`config.mk`:
```
export PLATFORM = sky130hd
export DESIGN_NAME = i2c_regif_slave
export DESIGN_NICKNAME = d
export VERILOG_FILES = /design/src/rtl/i2c_regif_pkg.sv /design/src/rtl/i2c_line_sync.sv /design/src/rtl/i2c_regif_ptr.sv /design/src/rtl/i2c_regif_slave.sv
export SDC_FILE = /design/constraint.sdc
export NUM_CORES = 1
export LEC_CHECK = 0
export ABC_AREA = 1
export BUFFER_PORTS_ARGS = -buffer_cell sky130_fd_sc_hd__buf_4
export CAP_MARGIN = 0
export CORE_ASPECT_RATIO = 1.75
export CORE_MARGIN = 3
export CORE_UTILIZATION = 36
export DETAILED_ROUTE_END_ITERATION = 10
export GPL_ROUTABILITY_DRIVEN = 0
export SYNTH_ARGS = -nofsm -noshare
export SYNTH_HDL_FRONTEND = slang
export SYNTH_SLANG_ARGS = --single-unit
```
`constraint.sdc`:
```
create_clock -name clk -period 2.3 [get_ports clk]
set_clock_uncertainty 0.1 [all_clocks]
set_input_delay 0.115 -clock clk [delete_from_list [all_inputs] [get_ports clk]]
set_output_delay 0.115 -clock clk [all_outputs]
set_load 0.01 [all_outputs]
```
`src/rtl/i2c_regif_pkg.sv`:
```
`timescale 1ns/1ps
package i2c_regif_pkg;
   typedef enum logic [2:0] {
      ST_IDLE,
      ST_RX,
      ST_ACK,
      ST_TX,
      ST_MACK,
      ST_MWAIT
   } slv_state_t;

   typedef enum logic [1:0] {
      K_DEV,
      K_REG,
      K_DAT
   } rx_kind_t;

   localparam int BYTE_W = 8;
endpackage

```
`src/rtl/i2c_line_sync.sv`:
```
`timescale 1ns/1ps
module i2c_line_sync #(
   parameter int STAGES = 2,
   parameter int LINES  = 2
) (
   input  logic             clk,
   input  logic             rst_n,
   input  logic [LINES-1:0] din,
   output logic [LINES-1:0] lvl,
   output logic [LINES-1:0] rise,
   output logic [LINES-1:0] fall
);
   if (STAGES < 2) begin : g_stage_chk
      $error("i2c_line_sync: at least two synchronizer stages required");
   end

   for (genvar g = 0; g < LINES; g++) begin : g_line
      // STAGES synchronizer flops plus one history flop for edge flags
      logic [STAGES:0] chain;
      always_ff @(posedge clk or negedge rst_n) begin
         if (!rst_n) chain <= '1;
         else        chain <= {chain[STAGES-1:0], din[g]};
      end
      assign lvl[g]  = chain[STAGES-1];
      assign rise[g] = chain[STAGES-1] & ~chain[STAGES];
      assign fall[g] = ~chain[STAGES-1] & chain[STAGES];
   end
endmodule

```
`src/rtl/i2c_regif_ptr.sv`:
```
`timescale 1ns/1ps
module i2c_regif_ptr #(
   parameter int AW        = 7,
   parameter int HOLD_ADDR = 68
) (
   input  logic          clk,
   input  logic          rst_n,
   input  logic          load,
   input  logic [AW-1:0] load_val,
   input  logic          adv,
   output logic [AW-1:0] cnt
);
   localparam logic [AW-1:0] HOLD = HOLD_ADDR[AW-1:0];
   localparam logic [AW-1:0] WRAP = (HOLD == '0) ? AW'(1) : '0;

   if (HOLD_ADDR >= (1 << AW)) begin : g_hold_chk
      $error("i2c_regif_ptr: HOLD_ADDR outside pointer range");
   end

   function automatic logic [AW-1:0] step(input logic [AW-1:0] a);
      logic [AW-1:0] n;
      n = a + 1'b1;
      if (n == HOLD) n = n + 1'b1;
      return n;
   endfunction

   always_ff @(posedge clk or negedge rst_n) begin
      if (!rst_n)              cnt <= '0;
      else if (load)           cnt <= load_val;
      else if (adv && cnt != HOLD) cnt <= step(cnt);
   end

   p_hold_sticky_r6: assert property (@(posedge clk) disable iff (!rst_n)
      (adv && !load && cnt == HOLD) |=> (cnt == HOLD));
   p_skip_hold_r6: assert property (@(posedge clk) disable iff (!rst_n)
      (adv && !load && cnt != HOLD) |=> (cnt != HOLD));
   p_wrap_r5: assert property (@(posedge clk) disable iff (!rst_n)
      (adv && !load && cnt == '1 && cnt != HOLD) |=> (cnt == WRAP));
endmodule

```
`src/rtl/i2c_regif_slave.sv`:
```
`timescale 1ns/1ps
module i2c_regif_slave #(
   parameter int CLK_HZ      = 100_000_000,
   parameter int BUS_HZ      = 400_000,
   parameter int SYNC_STAGES = 2,
   parameter int AW          = 7,
   parameter int DEV_BASE    = 'h40,
   parameter int HOLD_ADDR   = 'h44
) (
   input  logic          clk,
   input  logic          rst_n,
   input  logic          addr_strap,
   input  logic          scl_in,
   input  logic          sda_in,
   output logic          sda_oe,
   output logic [AW-1:0] reg_addr,
   output logic [7:0]    reg_wdata,
   output logic          reg_we,
   output logic          reg_re,
   input  logic [7:0]    reg_rdata
);
   import i2c_regif_pkg::*;

   localparam logic [6:0] BASE7 = DEV_BASE[6:0];

   if (CLK_HZ < 16 * BUS_HZ) begin : g_rate_chk
      $error("i2c_regif_slave: system clock below 16x bus rate");
   end
   if (AW < 1 || AW > BYTE_W) begin : g_aw_chk
      $error("i2c_regif_slave: AW must be 1..8");
   end
   if (DEV_BASE[0] != 1'b0 || DEV_BASE > 'h7F) begin : g_base_chk
      $error("i2c_regif_slave: DEV_BASE must be a 7-bit even value");
   end

   // ---------------- line conditioning ----------------
   logic [1:0] lvl, rise, fall;
   i2c_line_sync #(.STAGES(SYNC_STAGES), .LINES(2)) u_sync (
      .clk  (clk),
      .rst_n(rst_n),
      .din  ({scl_in, sda_in}),
      .lvl  (lvl),
      .rise (rise),
      .fall (fall)
   );
   logic scl_s, sda_s, scl_r, scl_f, start_c, stop_c;
   assign scl_s   = lvl[1];
   assign sda_s   = lvl[0];
   assign scl_r   = rise[1];
   assign scl_f   = fall[1];
   assign start_c = scl_s & fall[0];
   assign stop_c  = scl_s & rise[0];

   // ---------------- strap capture ----------------
   logic strap_done, strap_q;
   always_ff @(posedge clk or negedge rst_n) begin
      if (!rst_n) begin
         strap_done <= 1'b0;
         strap_q    <= 1'b0;
      end else if (!strap_done) begin
         strap_done <= 1'b1;
         strap_q    <= addr_strap;
      end
   end
   logic [6:0] own_addr;
   assign own_addr = BASE7 | {6'b0, strap_q};

   // ---------------- protocol engine ----------------
   slv_state_t state;
   rx_kind_t   kind;
   logic [2:0] bitcnt;
   logic [7:0] rx_sh, tx_sh, tx_buf, wdata_q;
   logic       full, rw_q;
   logic       we_q, adv_q, load_q, fetch_q, re_q, cap_q;

   always_ff @(posedge clk or negedge rst_n) begin
      if (!rst_n) begin
         state   <= ST_IDLE;
         kind    <= K_DEV;
         bitcnt  <= '0;
         rx_sh   <= '0;
         tx_sh   <= '0;
         tx_buf  <= '0;
         wdata_q <= '0;
         full    <= 1'b0;
         rw_q    <= 1'b0;
         we_q    <= 1'b0;
         adv_q   <= 1'b0;
         load_q  <= 1'b0;
         fetch_q <= 1'b0;
         re_q    <= 1'b0;
         cap_q   <= 1'b0;
      end else begin
         we_q    <= 1'b0;
         adv_q   <= 1'b0;
         load_q  <= 1'b0;
         fetch_q <= 1'b0;
         re_q    <= fetch_q;
         cap_q   <= re_q;
         if (cap_q) tx_buf <= reg_rdata;

         if (start_c) begin
            state  <= ST_RX;
            kind   <= K_DEV;
            bitcnt <= '0;
            full   <= 1'b0;
         end else if (stop_c) begin
            state <= ST_IDLE;
            full  <= 1'b0;
         end else begin
            unique case (state)
               ST_IDLE: ;
               ST_RX: begin
                  if (scl_r && !full) begin
                     rx_sh  <= {rx_sh[6:0], sda_s};
                     bitcnt <= bitcnt + 3'd1;
                     if (bitcnt == 3'd7) full <= 1'b1;
                  end else if (scl_f && full) begin
                     full   <= 1'b0;
                     bitcnt <= '0;
                     unique case (kind)
                        K_DEV: begin
                           if (rx_sh[7:1] == own_addr) begin
                              rw_q  <= rx_sh[0];
                              state <= ST_ACK;
                              if (rx_sh[0]) fetch_q <= 1'b1;
                           end else begin
                              state <= ST_IDLE;
                           end
                        end
                        K_REG: begin
                           load_q <= 1'b1;
                           state  <= ST_ACK;
                        end
                        default: begin
                           we_q    <= 1'b1;
                           wdata_q <= rx_sh;
                           adv_q   <= 1'b1;
                           state   <= ST_ACK;
                        end
                     endcase
                  end
               end
               ST_ACK: begin
                  if (scl_f) begin
                     bitcnt <= '0;
                     if (kind == K_DEV && rw_q) begin
                        state <= ST_TX;
                        tx_sh <= tx_buf;
                     end else begin
                        state <= ST_RX;
                        kind  <= (kind == K_DEV) ? K_REG : K_DAT;
                     end
                  end
               end
               ST_TX: begin
                  if (scl_f) begin
                     if (bitcnt == 3'd7) begin
                        state <= ST_MACK;
                     end else begin
                        bitcnt <= bitcnt + 3'd1;
                        tx_sh  <= {tx_sh[6:0], 1'b0};
                     end
                  end
               end
               ST_MACK: begin
                  if (scl_r) begin
                     if (sda_s) begin
                        state <= ST_IDLE;
                     end else begin
                        adv_q   <= 1'b1;
                        fetch_q <= 1'b1;
                        state   <= ST_MWAIT;
                     end
                  end
               end
               ST_MWAIT: begin
                  if (scl_f) begin
                     state  <= ST_TX;
                     bitcnt <= '0;
                     tx_sh  <= tx_buf;
                  end
               end
               default: state <= ST_IDLE;
            endcase
         end
      end
   end

   // ---------------- register pointer ----------------
   i2c_regif_ptr #(.AW(AW), .HOLD_ADDR(HOLD_ADDR)) u_ptr (
      .clk     (clk),
      .rst_n   (rst_n),
      .load    (load_q),
      .load_val(rx_sh[AW-1:0]),
      .adv     (adv_q),
      .cnt     (reg_addr)
   );

   assign sda_oe    = (state == ST_ACK) | ((state == ST_TX) & ~tx_sh[7]);
   assign reg_wdata = wdata_q;
   assign reg_we    = we_q;
   assign reg_re    = re_q;

   // ---------------- assertions ----------------
   p_strap_frozen_r1: assert property (@(posedge clk) disable iff (!rst_n)
      strap_done |=> $stable(strap_q));
   p_wait_start_r2: assert property (@(posedge clk) disable iff (!rst_n)
      (state == ST_IDLE && !start_c) |=> (state == ST_IDLE));
   p_sda_moves_low_r3: assert property (@(posedge clk) disable iff (!rst_n)
      !$stable(sda_oe) |-> !$past(scl_s));
   p_nack_idle_r7: assert property (@(posedge clk) disable iff (!rst_n)
      (state == ST_MACK && scl_r && sda_s && !start_c && !stop_c) |=> (state == ST_IDLE && !sda_oe));
   p_strobe_excl_r9: assert property (@(posedge clk) disable iff (!rst_n)
      !(reg_we && reg_re));
   p_we_single_r9: assert property (@(posedge clk) disable iff (!rst_n)
      reg_we |=> !reg_we);
endmodule

```
# [Yosys cells after proc, flatten, opt, wreduce, memory -nomap -nowiden]
# Index checks and enable logic that the tools add are counted.
[word_totals] input_bits=13 register_bits=63 output_inout_bits=18 wordCells=162
[op_classes] bitwise_logic=17 mux=68 reduce_logical=24 eq_ne=30 n_addsub=3
[ops] operator="$mux W3" n=18
[ops] operator="$mux W8" n=5
[ops] operator="$ne A4 B4 Y1 const B" n=8
[ops] operator="$mux W1" n=29
[ops] operator="$pmux W8 S3" n=1
[ops] operator="$mux W7" n=3
[ops] operator="$pmux W3 S6" n=1
[ops] operator="$mux W2" n=8
[ops] operator="$reduce_and A8 Y1" n=2
[ops] operator="$add A7 B1 Y7 const B" n=2
[ops] operator="$ne A2 B2 Y1 const B" n=7
[ops] operator="$reduce_and A6 Y1" n=2
[ops] operator="$eq A3 B3 Y1 const B" n=3
[ops] operator="$ne A3 B3 Y1 const B" n=3
[ops] operator="$not A1 Y1" n=9
[ops] operator="$pmux W3 S3" n=1
[ops] operator="$reduce_and A4 Y1" n=2
[ops] operator="$reduce_bool A4 Y1" n=2
[ops] operator="$and A1 B1 Y1" n=7
[ops] operator="$eq A7 B7 Y1" n=1
[ops] operator="$eq A7 B7 Y1 const B" n=1
[ops] operator="$ne A7 B7 Y1 const B" n=1
[ops] operator="$reduce_and A7 Y1" n=1
[ops] operator="$eq A3 B2 Y1 const B" n=2
[ops] operator="15 further kinds" n=23

# [Longest topological paths before layout]
[logic_depth] depth_word=8 mapped_depth=12 depth_no_buf=11

# [Hierarchy]
# From an unflattened synthesis, not the netlist that was laid out.
[unflattened] cells_unflattened=410 area_unflattened_um2=3318.2
[modules_own_cells] module="i2c_regif_slave" seq_area_each_um2=1251.2 instances=1 cells_per_inst=304 area_per_inst_um2=2514.9
[modules_own_cells] module="i2c_regif_ptr" seq_area_each_um2=175.2 instances=1 cells_per_inst=90 area_per_inst_um2=600.6
[modules_own_cells] module="i2c_line_sync" seq_area_each_um2=157.7 instances=1 cells_per_inst=16 area_per_inst_um2=202.7

# [Worst setup path after synthesis]
# Ideal clock, no wire load.
[synth_timing] kind="register -> register" start="register u_sync.g_line[0].chain[1]" end="register rx_sh[2]" arrival_time_ns=1.474 setup_ns=0.128 path_buffers=1 required_ns=2.072 path_stages_with_launch=9 path_slack_ns=0.598 period_less_slack_ns=1.702 cell_sequence="dfstp_2 inv_1 nand3_2 nand2_1 inv_1 nand4_1 buf_2 nand2_1 o21ai_0"
[synth_between] elab_chain_cells=5 word_cells_on_any_way=8 cone_classes="7 x bitwise; 1 x reduce/logical"
[synth_lines] item="start: declaration" line_no="i2c_line_sync.sv:19" text="logic [STAGES:0] chain;"
[synth_lines] item="start signal: assignment" line_no="i2c_line_sync.sv:22" text="else chain <= {chain[STAGES-1:0], din[g]};"
[synth_lines] item="$not A1 Y1" line_no="i2c_line_sync.sv:26" text="assign fall[g] = ~chain[STAGES-1] & chain[STAGES];"
[synth_lines] item="$and A1 B1 Y1" line_no="i2c_line_sync.sv:26"
[synth_lines] item="$and A1 B1 Y1" line_no="i2c_regif_slave.sv:51" text="assign start_c = scl_s & fall[0];"
[synth_lines] item="$not A1 Y1 (no line)"
[synth_lines] item="$reduce_and A4 Y1 (no line) *"
[synth_lines] item="end signal: assignment" line_no="i2c_regif_slave.sv:115" text="rx_sh <= {rx_sh[6:0], sda_s};"
[synth_lines] item="end: declaration" line_no="i2c_regif_slave.sv:72" text="logic [7:0] rx_sh, tx_sh, tx_buf, wdata_q;"
# Mark *: on every way between the ends. The rest lies on a longest branch, timed or not.
# A chain may end at the register's enable or synchronous reset.

# [Worst setup path after layout]
[layout_timing] start="register u_ptr.cnt[0]" end="register u_ptr.cnt[0]"
[layout_between] elab_chain_cells=5 word_cells_on_any_way=9 cone_classes="2 x add/sub; 2 x eq/ne; 3 x mux; 2 x reduce/logical"
[layout_lines] item="start: declaration" line_no="i2c_regif_ptr.sv:11" text="output logic [AW-1:0] cnt"
[layout_lines] item="start signal: assignment" line_no="i2c_regif_ptr.sv:29" text="else if (load) cnt <= load_val;"
[layout_lines] item="start signal: assignment" line_no="i2c_regif_ptr.sv:30" text="else if (adv && cnt != HOLD) cnt <= step(cnt);"
[layout_lines] item="$add A7 B1 Y7" line_no="i2c_regif_ptr.sv:22" text="n = a + 1'b1;"
[layout_lines] item="$add A7 B1 Y7 or $eq A7 B7 Y1 (tied branches)" line_no="i2c_regif_ptr.sv:23" text="if (n == HOLD) n = n + 1'b1;"
[layout_lines] item="$mux W7" line_no="i2c_regif_ptr.sv:23"
[layout_lines] item="$mux W7" line_no="i2c_regif_ptr.sv:30"
[layout_lines] item="$mux W7" line_no="i2c_regif_ptr.sv:29"
# Several ways; a longest one is shown, not always the timed one. The select of a mux whose other input is x is not followed.

==> results.py <==
metrics = {
    "power": {
        "p_sw_share_pct": 23.5,
        "power.density_nw_per_um2": 710,
        "p_int_mw": 2.08,
        "p_leak_nw": 1.90,
        "pwr-share-comb_pct": 7.7,
        "p_sw_uw": 638,
        "seq_power_share_pct": 44.5,
        "ir_drop_mv": 0.554,
        "clkPwrFrac_pct": 47.8,
    },
    "worst_hold_path": {
        "min_path_cells": 0,
        "hold-path-endpoint": "u_sync.g_line[1].chain[1]",
        "hold_path.class": "reg -> reg",
        "hold_start": "u_sync.g_line[1].chain[0]",
    },
    "floorplanning": {
        "dieHeight_um": 129,
        "fp-row-count": 44,
        "die-area_um2": 9790,
        "start_util_pct": 37.2,
        "ios": 31,
        "die_x_um": 76.1,
        "core_area_um2": 8310,
    },
    "drt": {
        "top_layer_used": "met4",
        "first_iter_violations": 125,
        "wl_um": 6810,
        "routed-wl-met2_um": 3730,
        "viasPerCell": 4.72,
        "antenna_left": 0,
        "met1_length_um": 2600,
        "dr_wl_met3_um": 255,
        "wl_per_cell_um": 12.8,
        "drc": 0,
        "dr.pass1.iters": 4,
        "routed-via-count": 2509,
    },
    "outcome": {
        "status": "finished, final reports clean",
    },
    "critical_path": {
        "cpMostUsedCell": "nand2_1",
        "critical-path-slowest-cell": "dfrtp_1",
        "reg2reg_slack_ns": 0.38,
        "rr_worst_depth": 9,
        "rr_startpoint": "u_ptr.cnt[0]",
        "critical_path_required_ns": 2.42,
        "cpPeakStageDelay_ns": 0.54,
        "arrival_ns": 2.04,
        "worst_setup_path_start_kind": "flip-flop",
        "worst_r2r_endpoint": "u_ptr.cnt[0]",
        "crit_type": "reg -> reg",
        "critPathCaptureType": "flip-flop",
        "worstPathMaxFanout": 11,
        "path_cells": "ha_1 -> xor2_1 -> nand2_1 -> nor2_1 -> nand2_1 -> nand2_1 -> nand2_1 -> nand2_1 -> nand2_1",
    },
    "synth": {
        "synth_fp_nets": 386,
        "syn-instance-count": 367,
        "synth-seq-cells": 63,
        "synth_area_leaders": "dfrtp_1 (46%), nand2_1 (12%), o21ai_0 (5.5%)",
        "ys_seq_area_share_pct": 51.2,
        "async_flop_share_pct": 100,
        "synth.distinct_cells": 33,
        "yosys.area.top_type": "dfrtp_1",
        "synth_edf_count": 0,
        "synth_ff_type": "dfrtp_1",
        "synth_area_um2": 3100,
        "synth.top_cell.area_share_pct": 46.1,
        "postSynthAreaPerCell_um2": 8.43,
        "ys_warn_count": 0,
    },
    "timing": {
        "fmax_mhz": 521,
        "period_share_pct": 83.5,
        "hold_viol_final": 0,
        "whs_ns": 0.253,
        "worstMarginPinSlew_ns": 0.783,
        "finalSetupTns_ns": 0,
        "finalMaxSlewViolations": 0,
        "grt_setup_unrepaired": "no",
        "setup_viol_count_final": 0,
        "relSlewSlack_pct": 47.8,
        "min_period_ns": 1.92,
    },
    "finish": {
        "syn2layout_area_growth_pct": 23.8,
        "multi_input_comb_area_um2": 1280,
        "ff_latch_area_um2": 1580,
        "layout_commonest_cell": "nand2_1",
        "antenna_cells": 0,
        "fillCellCount": 818,
        "nets": 431,
        "drive_gt1_share_pct": 19.4,
        "layout_common_cells": "nand2_1 (99), dfrtp_1 (57), inv_1 (42)",
    },
    "clock_network": {
        "htreeDepth": 3,
        "clock_path_buffers": 2,
        "hold_buffers": 12,
        "clock-root-buffer": "clkbuf_16",
        "cts_tree": "done",
        "path_clk_slew_ns": 0.05,
        "clk_latency_ns": 0.33,
        "post-cts-setup-buffers": 0,
        "cts_buffers": 9,
        "cts.sinks": 63,
        "cts_resized": 0,
    },
    "placement": {
        "port_buffers": 30,
        "hpwl_um": 4900,
    },
    "global_route": {
        "grt_pass1_vias": 2597,
        "grt_util_all_layers_pct": 15.4,
        "grt_max_degree": 64,
        "grt_pass1_wl_um": 11900,
        "overflow": 0,
        "antenna_found_initial": 0,
    },
    "flow_run": {
        "maxCapViolCount": 0,
    },
}
## cells by family (layout without fill, tap and decap cells)
family,Yosys count,count (layout),synth area share [%]
simple gates,169,169,24.1
compound gates,69,69,13.1
flops,63,63,51.2
buf+inv,54,104,7.32
fa+ha+maj,6,6,2.43
mux,4,4,1.46
other cells,1,1,0.121
xor+xnor,1,1,0.283
## layer usage
| metal | global-route usage, % | vias to the layer above |
|---|---|---|
| met3 | 3.92 | 16 |
| met1 | 15.8 | 1150 |
| met4 | 8.64 | 0 |
| met5 | 0 | - |
| met2 | 28.6 | 61 |
| li1 | - | 1282 |
## registers in the layout, summed over array words and instances, names as in the netlist
signal / flops
kind: 2
reg_re: 1
cap_q: 1
rx_sh: 8
tx_buf: 8
load_q: 1
strap_q: 1
adv_q: 1
bitcnt: 3
rw_q: 1
reg_wdata: 8
strap_done: 1
u_sync.g_line.chain: 6
state: 3
full: 1
reg_we: 1
tx_sh: 8
fetch_q: 1
u_ptr.cnt: 7
## worst max-delay path, delay by kind of cell (launching register included)
kind / cells / cell delay, ns
xor gates and xnor gates: 1 / 0.25
DFF: 1 / 0.54
and+or+nand+nor: 7 / 0.59
adders and majority gates: 1 / 0.32
## worst max path at each step
stage	from	to	slack, ns
2_1_floorplan	u_sync.g_line[0].chain[1]	rx_sh[2]	0.60
3_3_place_gp	u_ptr.cnt[0]	u_ptr.cnt[0]	0.39
3_5_place_dp	u_ptr.cnt[0]	u_ptr.cnt[0]	0.38
4_1_cts	u_ptr.cnt[0]	u_ptr.cnt[0]	0.36
5_1_grt	u_ptr.cnt[0]	u_ptr.cnt[0]	0.10
6_report	u_ptr.cnt[0]	u_ptr.cnt[0]	0.38
## metrics by stage
step / setup slack (ns) / power (mW) / util [%] / std cells / cell area, um2
after floorplan: 0.598 / 1.34 / - / 367 / 3100
after global placement: 0.392 / 1.42 / 41.1 / 504 / 3420
after detailed placement: 0.377 / 1.43 / 41.1 / 504 / 3420
after CTS: 0.365 / 2.76 / 46.1 / 532 / 3830
after global routing: 0.101 / 2.84 / 46.1 / 532 / 3830
final: 0.380 / 2.72 / 46.1 / 532 / 3830
## cell type report
type	instances	share of cell area, %
Sequential cell	63	41.3
Multi-Input combinational cell	250	33.5
Timing Repair Buffer	44	9.40
Clock buffer	13	7.31
Inverter	44	4.31
Tap cell	115	3.75
Clock inverter	3	0.392
## Yosys cell counts, types with 2 or more instances
library cell and n:
dfstp_2 6, nand3_1 21, nor3_1 6, o22ai_1 2
o221ai_1 2, o21ai_2 9, nor2_4 2, o21ai_0 34
mux2_2 4, o211ai_1 2, a21oi_1 17, nor2_2 3
inv_2 2, nand2_1 99, ha_1 6, clkbuf_1 3
buf_2 4, nand2_2 2, buf_6 2, nor2_1 27
inv_1 42, nand4_1 5, dfrtp_1 57
## power groups by stage
stage          combinational (mW)  sequential [mW]  clock, mW
2_1_floorplan               0.125             1.21          0
3_3_place_gp                0.195             1.23          0
3_5_place_dp                0.197             1.23          0
4_1_cts                     0.215             1.21       1.34
5_1_grt                     0.241             1.21       1.38
6_report                    0.210             1.21       1.30
Note: power is estimated with default switching activity, not from simulation.
